## src/rtl/aes_ks_pkg.sv

```systemverilog
`timescale 1ns/1ps
package aes_ks_pkg;
   localparam int BYTE_W = 8;

   function automatic logic [7:0] gf_x2(input logic [7:0] a);
      return {a[6:0], 1'b0} ^ (8'h1b & {8{a[7]}});
   endfunction

   function automatic logic [7:0] gf_mul(input logic [7:0] a, input logic [7:0] b);
      logic [7:0] acc;
      logic [7:0] sh;
      acc = 8'h00;
      sh  = a;
      for (int i = 0; i < 8; i++) begin
         if (b[i]) acc = acc ^ sh;
         sh = gf_x2(sh);
      end
      return acc;
   endfunction

   // multiplicative inverse as x^254, then the affine map
   function automatic logic [7:0] sbox_calc(input logic [7:0] x);
      logic [7:0] r;
      logic [7:0] base;
      logic [7:0] e;
      r    = 8'h01;
      base = x;
      e    = 8'd254;
      for (int i = 0; i < 8; i++) begin
         if (e[i]) r = gf_mul(r, base);
         base = gf_mul(base, base);
      end
      return r ^ {r[6:0], r[7]} ^ {r[5:0], r[7:6]} ^ {r[4:0], r[7:5]}
               ^ {r[3:0], r[7:4]} ^ 8'h63;
   endfunction

   function automatic logic [7:0] rcon_calc(input int n);
      logic [7:0] v;
      v = 8'h01;
      for (int i = 1; i < 16; i++) begin
         if (i < n) v = gf_x2(v);
      end
      return v;
   endfunction
endpackage

```

## src/rtl/aes_sbox.sv

```systemverilog
`timescale 1ns/1ps
module aes_sbox
   import aes_ks_pkg::*;
(
   input  logic [BYTE_W-1:0] a_i,
   output logic [BYTE_W-1:0] y_o
);
   always_comb y_o = sbox_calc(a_i);
endmodule

```

## src/rtl/aes_subword.sv

```systemverilog
`timescale 1ns/1ps
module aes_subword
   import aes_ks_pkg::*;
#(
   parameter int WORD_W = 32,
   localparam int NBYTES = WORD_W / BYTE_W
)(
   input  logic [WORD_W-1:0] w_i,
   output logic [WORD_W-1:0] w_o
);
   for (genvar b = 0; b < NBYTES; b++) begin : g_byte
      aes_sbox u_sbox (
         .a_i (w_i[b*BYTE_W +: BYTE_W]),
         .y_o (w_o[b*BYTE_W +: BYTE_W])
      );
   end
endmodule

```

## src/rtl/aes_ks_step.sv

```systemverilog
`timescale 1ns/1ps
module aes_ks_step
   import aes_ks_pkg::*;
#(
   parameter int WORD_W = 32,
   parameter int NWORDS = 4,
   parameter int RND_W  = 4,
   localparam int KEY_W = WORD_W * NWORDS
)(
   input  logic [KEY_W-1:0] cur_i,
   input  logic [RND_W-1:0] next_rnd_i,
   output logic [KEY_W-1:0] nxt_o
);
   logic [WORD_W-1:0] w   [NWORDS];
   logic [WORD_W-1:0] n   [NWORDS];
   logic [WORD_W-1:0] rot;
   logic [WORD_W-1:0] sub;
   logic [WORD_W-1:0] tmp;
   logic [BYTE_W-1:0] rc;

   for (genvar j = 0; j < NWORDS; j++) begin : g_split
      assign w[j] = cur_i[KEY_W-1-j*WORD_W -: WORD_W];
   end

   assign rot = {w[NWORDS-1][WORD_W-BYTE_W-1:0], w[NWORDS-1][WORD_W-1 -: BYTE_W]};

   aes_subword #(.WORD_W(WORD_W)) u_sub (
      .w_i (rot),
      .w_o (sub)
   );

   always_comb rc = rcon_calc(int'(next_rnd_i));

   assign tmp  = sub ^ {rc, {(WORD_W-BYTE_W){1'b0}}};
   assign n[0] = w[0] ^ tmp;

   for (genvar j = 1; j < NWORDS; j++) begin : g_chain
      assign n[j] = w[j] ^ n[j-1];
   end

   for (genvar j = 0; j < NWORDS; j++) begin : g_join
      assign nxt_o[KEY_W-1-j*WORD_W -: WORD_W] = n[j];
   end
endmodule

```

## src/rtl/aes_rkey_gen.sv

```systemverilog
`timescale 1ns/1ps
module aes_rkey_gen
   import aes_ks_pkg::*;
#(
   parameter int WORD_W  = 32,
   parameter int NWORDS  = 4,
   parameter int NROUNDS = 10,
   localparam int KEY_W  = WORD_W * NWORDS,
   localparam int RND_W  = $clog2(NROUNDS + 1)
)(
   input  logic             clk,
   input  logic             rst_n,
   input  logic             load_i,
   input  logic             adv_i,
   input  logic [KEY_W-1:0] key_i,
   output logic [KEY_W-1:0] rkey_o,
   output logic [RND_W-1:0] round_o
);
   if (WORD_W % BYTE_W != 0 || WORD_W < 2 * BYTE_W) begin : g_bad_word
      $error("aes_rkey_gen: WORD_W must be a multiple of 8 and at least 16");
   end
   if (NWORDS < 2) begin : g_bad_nwords
      $error("aes_rkey_gen: NWORDS must be at least 2");
   end
   if (NROUNDS < 1 || NROUNDS > 14) begin : g_bad_rounds
      $error("aes_rkey_gen: NROUNDS out of range");
   end

   localparam logic [RND_W-1:0] LAST = RND_W'(NROUNDS);

   logic [KEY_W-1:0] key_q;
   logic [KEY_W-1:0] key_nxt;
   logic [RND_W-1:0] rnd_q;
   logic [RND_W-1:0] rnd_inc;
   logic             step;

   assign rnd_inc = rnd_q + RND_W'(1);
   assign step    = adv_i && (rnd_q != LAST);

   aes_ks_step #(.WORD_W(WORD_W), .NWORDS(NWORDS), .RND_W(RND_W)) u_step (
      .cur_i      (key_q),
      .next_rnd_i (rnd_inc),
      .nxt_o      (key_nxt)
   );

   always_ff @(posedge clk or negedge rst_n) begin
      if (!rst_n) begin
         key_q <= '0;
         rnd_q <= '0;
      end else if (load_i) begin
         key_q <= key_i;
         rnd_q <= '0;
      end else if (step) begin
         key_q <= key_nxt;
         rnd_q <= rnd_inc;
      end
   end

   assign rkey_o  = key_q;
   assign round_o = rnd_q;
endmodule

```

## config.mk

```make
export PLATFORM = sky130hd
export DESIGN_NAME = aes_rkey_gen
export DESIGN_NICKNAME = d
export VERILOG_FILES = /design/src/rtl/aes_ks_pkg.sv /design/src/rtl/aes_sbox.sv /design/src/rtl/aes_subword.sv /design/src/rtl/aes_ks_step.sv /design/src/rtl/aes_rkey_gen.sv
export SDC_FILE = /design/constraint.sdc
export NUM_CORES = 2
export LEC_CHECK = 0
export BUFFER_PORTS_ARGS = -buffer_cell sky130_fd_sc_hd__buf_2
export CAP_MARGIN = 10
export CORE_UTILIZATION = 40
export CTS_BUF_LIST = sky130_fd_sc_hd__clkbuf_4
export DETAILED_ROUTE_END_ITERATION = 8
export GPL_TIMING_DRIVEN = 0
export HOLD_SLACK_MARGIN = 0.08
export PLACE_DENSITY = 0.53
export SLEW_MARGIN = 30
export SYNTH_ARGS = -nofsm -noshare
export SYNTH_HDL_FRONTEND = slang
export SYNTH_HIERARCHICAL = 1
export SYNTH_SLANG_ARGS = --single-unit
```

## constraint.sdc

```tcl
create_clock -name clk -period 18.9 [get_ports clk]
set_input_delay 5.67 -clock clk [delete_from_list [all_inputs] [get_ports clk]]
set_output_delay 5.67 -clock clk [all_outputs]
set_load 0.02 [all_outputs]
```

==> impl_metrics.py <==
metrics = {
    "status": {
        "status": "completed",
    },
    "drt": {
        "via_per_inst": 5.79,
        "wl_um": 261000,
        "antenna_left": 0,
        "vias": 66100,
        "drt_iter0_markers": 5547,
        "drc": 0,
        "wl_per_cell_um": 22.9,
        "drtPass1Iterations": 5,
    },
    "floorplan": {
        "initial_core_util_pct": 40.4,
        "die_h_um": 422,
        "dieArea_um2": 178000,
        "core-area_um2": 174000,
        "rows": 153,
        "pin_count": 264,
        "die_w_um": 422,
    },
    "sta": {
        "worst_pin_slew_ps": 1070,
        "fmax_mhz": 55.0,
        "setup_tns_ps": 0,
        "period_share_pct": 96.1,
        "finalClockSkew_ps": 38.2,
        "max_slew_margin_pct": 28.9,
        "final-max-slew-violation-count": 0,
        "setup_violations": 0,
        "hold_violations": 0,
        "period_needed_ps": 18170,
    },
    "clock_tree": {
        "cts_buffer_depth": 2,
        "cts.clk_slew.worst_paths_ps": 180,
        "cts_made_buffers": 17,
        "cts.sinks": 132,
        "clockRootBuffer": "clkbuf_4",
        "clkLatencyLatePin_ps": 710,
        "cts_htree_levels": 4,
        "cts_tree": "built",
        "holdBufCountCts": 0,
    },
    "setup_path": {
        "crit_start": "rkey_o[31]$_DFFE_PN0P_",
        "crit_path_start_kind": "flop",
        "r2r-end": "rkey_o[0]$_DFFE_PN0P_",
        "cp_slowest_stage_delay_ps": 590,
        "r2r_slack_ps": 730,
        "endpoint_kind": "flop",
        "r2r-start": "rkey_o[31]$_DFFE_PN0P_",
        "critPathArrivalTime_ps": 18750,
        "cp.required_ps": 19480,
        "r2r_cells": 57,
        "criticalPathCategory": "flop to flop",
        "critPathSlowestCell": "ha_2",
        "crit_path_end": "rkey_o[0]$_DFFE_PN0P_",
        "crit_path_max_fanout": 11,
        "worst_path_most_repeated_cell": "xnor2_1",
    },
    "global_route": {
        "antenna_found_initial": 14,
        "grt_pass1_wl_um": 396000,
        "gr-total-overflow": 0,
        "grt_max_degree": 76,
        "grt_pass1_vias": 62800,
        "grt_use_total_pct": 28.2,
    },
    "yosys": {
        "synth_area_leaders": "xnor2_1, xnor3_1, xor2_1",
        "ys_seq_area_share_pct": 4.69,
        "post-synth-top-area-cell": "xnor2_1",
        "syn_area_per_cell_um2": 8.05,
        "synth-edff-count": 0,
        "synth.distinct_cells": 123,
        "async_flop_share_pct": 100,
        "yosys_most_used_dff": "dfrtp_1",
        "synth_top_cell_area_share_pct": 17.8,
        "yosys_warnings": 6,
        "synth_seq_cells": 132,
        "netlist_area_um2": 70500,
        "synthCells": 8755,
        "syn_nets": 8919,
    },
    "placed_design": {
        "dp_hpwl_um": 204000,
        "dpl_cell_area_um2": 75000,
        "place.gp.congestion": 0.977,
        "port_buffers": 261,
    },
    "finish": {
        "fin_nets": 9233,
        "drive_above_1_share_pct": 16.5,
        "post-route-cell-area_um2": 76900,
        "final_cell_mix": "xnor2_1, nor2_1, nand2_1",
        "layout_commonest_cell": "xnor2_1",
        "area_delta_synth_final_pct": 9.17,
    },
    "flow_run": {
        "maxCapViolations": 0,
    },
    "hold_path": {
        "hold_class": "flop to flop",
    },
}
[logic make-up (layout without fill, tap and decap cells)]
logic type,Yosys count,after routing,share of synthesized area (%)
other cells,0,9,0
mux,294,294,4.42
fa+ha+maj,36,36,0.625
xor+xnor,2649,2649,46.2
buf+inv,854,1181,5.75
simple gates,2898,2898,18.8
flops,132,132,4.69
compound gates,1892,1892,19.5
[per-layer routing]
metal | track usage [%] | share of wire, %
met2 | 45.7 | 47
met3 | 2.07 | 4.7
met4 | 15.5 | 5.8
met5 | 0 | 0.0092
met1 | 37.1 | 43
[final cells by class]
class / instances / area (µm²)
tap: 2325 / 2910
inverter: 221 / 830
clock inverter: 15 / 191
timing repair buffer: 301 / 1670
multi-input combinational: 7769 / 64600
antenna: 9 / 22.5
buffer: 627 / 3250
clock buffer: 17 / 128
sequential: 132 / 3310
fill: 17700 / 97500
[metrics by stage]
stage / cells / utilization [%] / worst slack (ps) / hold WS (ps)
global placement: 11300 / 42.8 / -1420 / 604
floorplan: 8755 / - / 3080 / 663
detailed placement: 11300 / 43.0 / -1410 / 608
finish: 11400 / 44.1 / 728 / 651
global route: 11400 / 44.1 / -42.3 / 678
CTS: 11400 / 43.4 / 0.201 / 645
[critical path: cells and delay by family, from the launching register on]
family          cells  cell delay, ps
compound gates     13            3820
buf+inv             9            2690
mux                 3             900
flops               1             580
simple gates        9            1970
xor+xnor           21            7080
fa+ha+maj           2             970
[repair_timing]
action / in CTS / in global routing
resized for setup: 55 / 173
buffers inserted: 1 / 37
hold endpoints to repair: 0 / 0
pin swaps: 5 / 13
setup endpoints to repair: 123 / 128
[cell usage after synthesis (46+ instances only)]
master / instances
a21oi_1: 312
a22oi_1: 69
a2bb2oi_1: 140
a31o_2: 132
nand2b_1: 98
nor2b_1: 79
xor2_1: 470
inv_1: 185
buf_1: 57
mux2i_1: 233
xnor2_2: 179
nor3_1: 209
a31oi_1: 64
buf_2: 136
o211ai_1: 46
o31ai_1: 48
a211oi_1: 60
buf_4: 54
o21ai_0: 222
nand2_1: 808
a21boi_0: 96
nor4_1: 48
xnor3_1: 358
nor2_1: 1089
and2_1: 53
mux2_2: 48
nand3_1: 186
buf_6: 63
o22ai_1: 109
xor3_1: 53
clkbuf_1: 323
xor2_2: 48
nand4_1: 57
xnor2_1: 1429
dfrtp_1: 132
o21ai_1: 80
[flip-flops by register name, summed over array words and instances, names as in the netlist]
signal,cells
round_o,4
rkey_o,128
[how the worst min path moves through the flow]
stage / startpoint / end / depth (start not counted)
3_5_place_dp: round_o[3]$_DFFE_PN0P_ / round_o[3]$_DFFE_PN0P_ / 2
6_report: round_o[3]$_DFFE_PN0P_ / round_o[3]$_DFFE_PN0P_ / 2
4_1_cts: round_o[3]$_DFFE_PN0P_ / round_o[3]$_DFFE_PN0P_ / 2
5_1_grt: round_o[3]$_DFFE_PN0P_ / round_o[3]$_DFFE_PN0P_ / 2
2_1_floorplan: round_o[2]$_DFFE_PN0P_ / round_o[2]$_DFFE_PN0P_ / 2
3_3_place_gp: round_o[2]$_DFFE_PN0P_ / round_o[2]$_DFFE_PN0P_ / 2
Power is left out: the tool's default activity adds up to more than one toggle a clock period on the data nets, which glitch-free logic cannot reach.
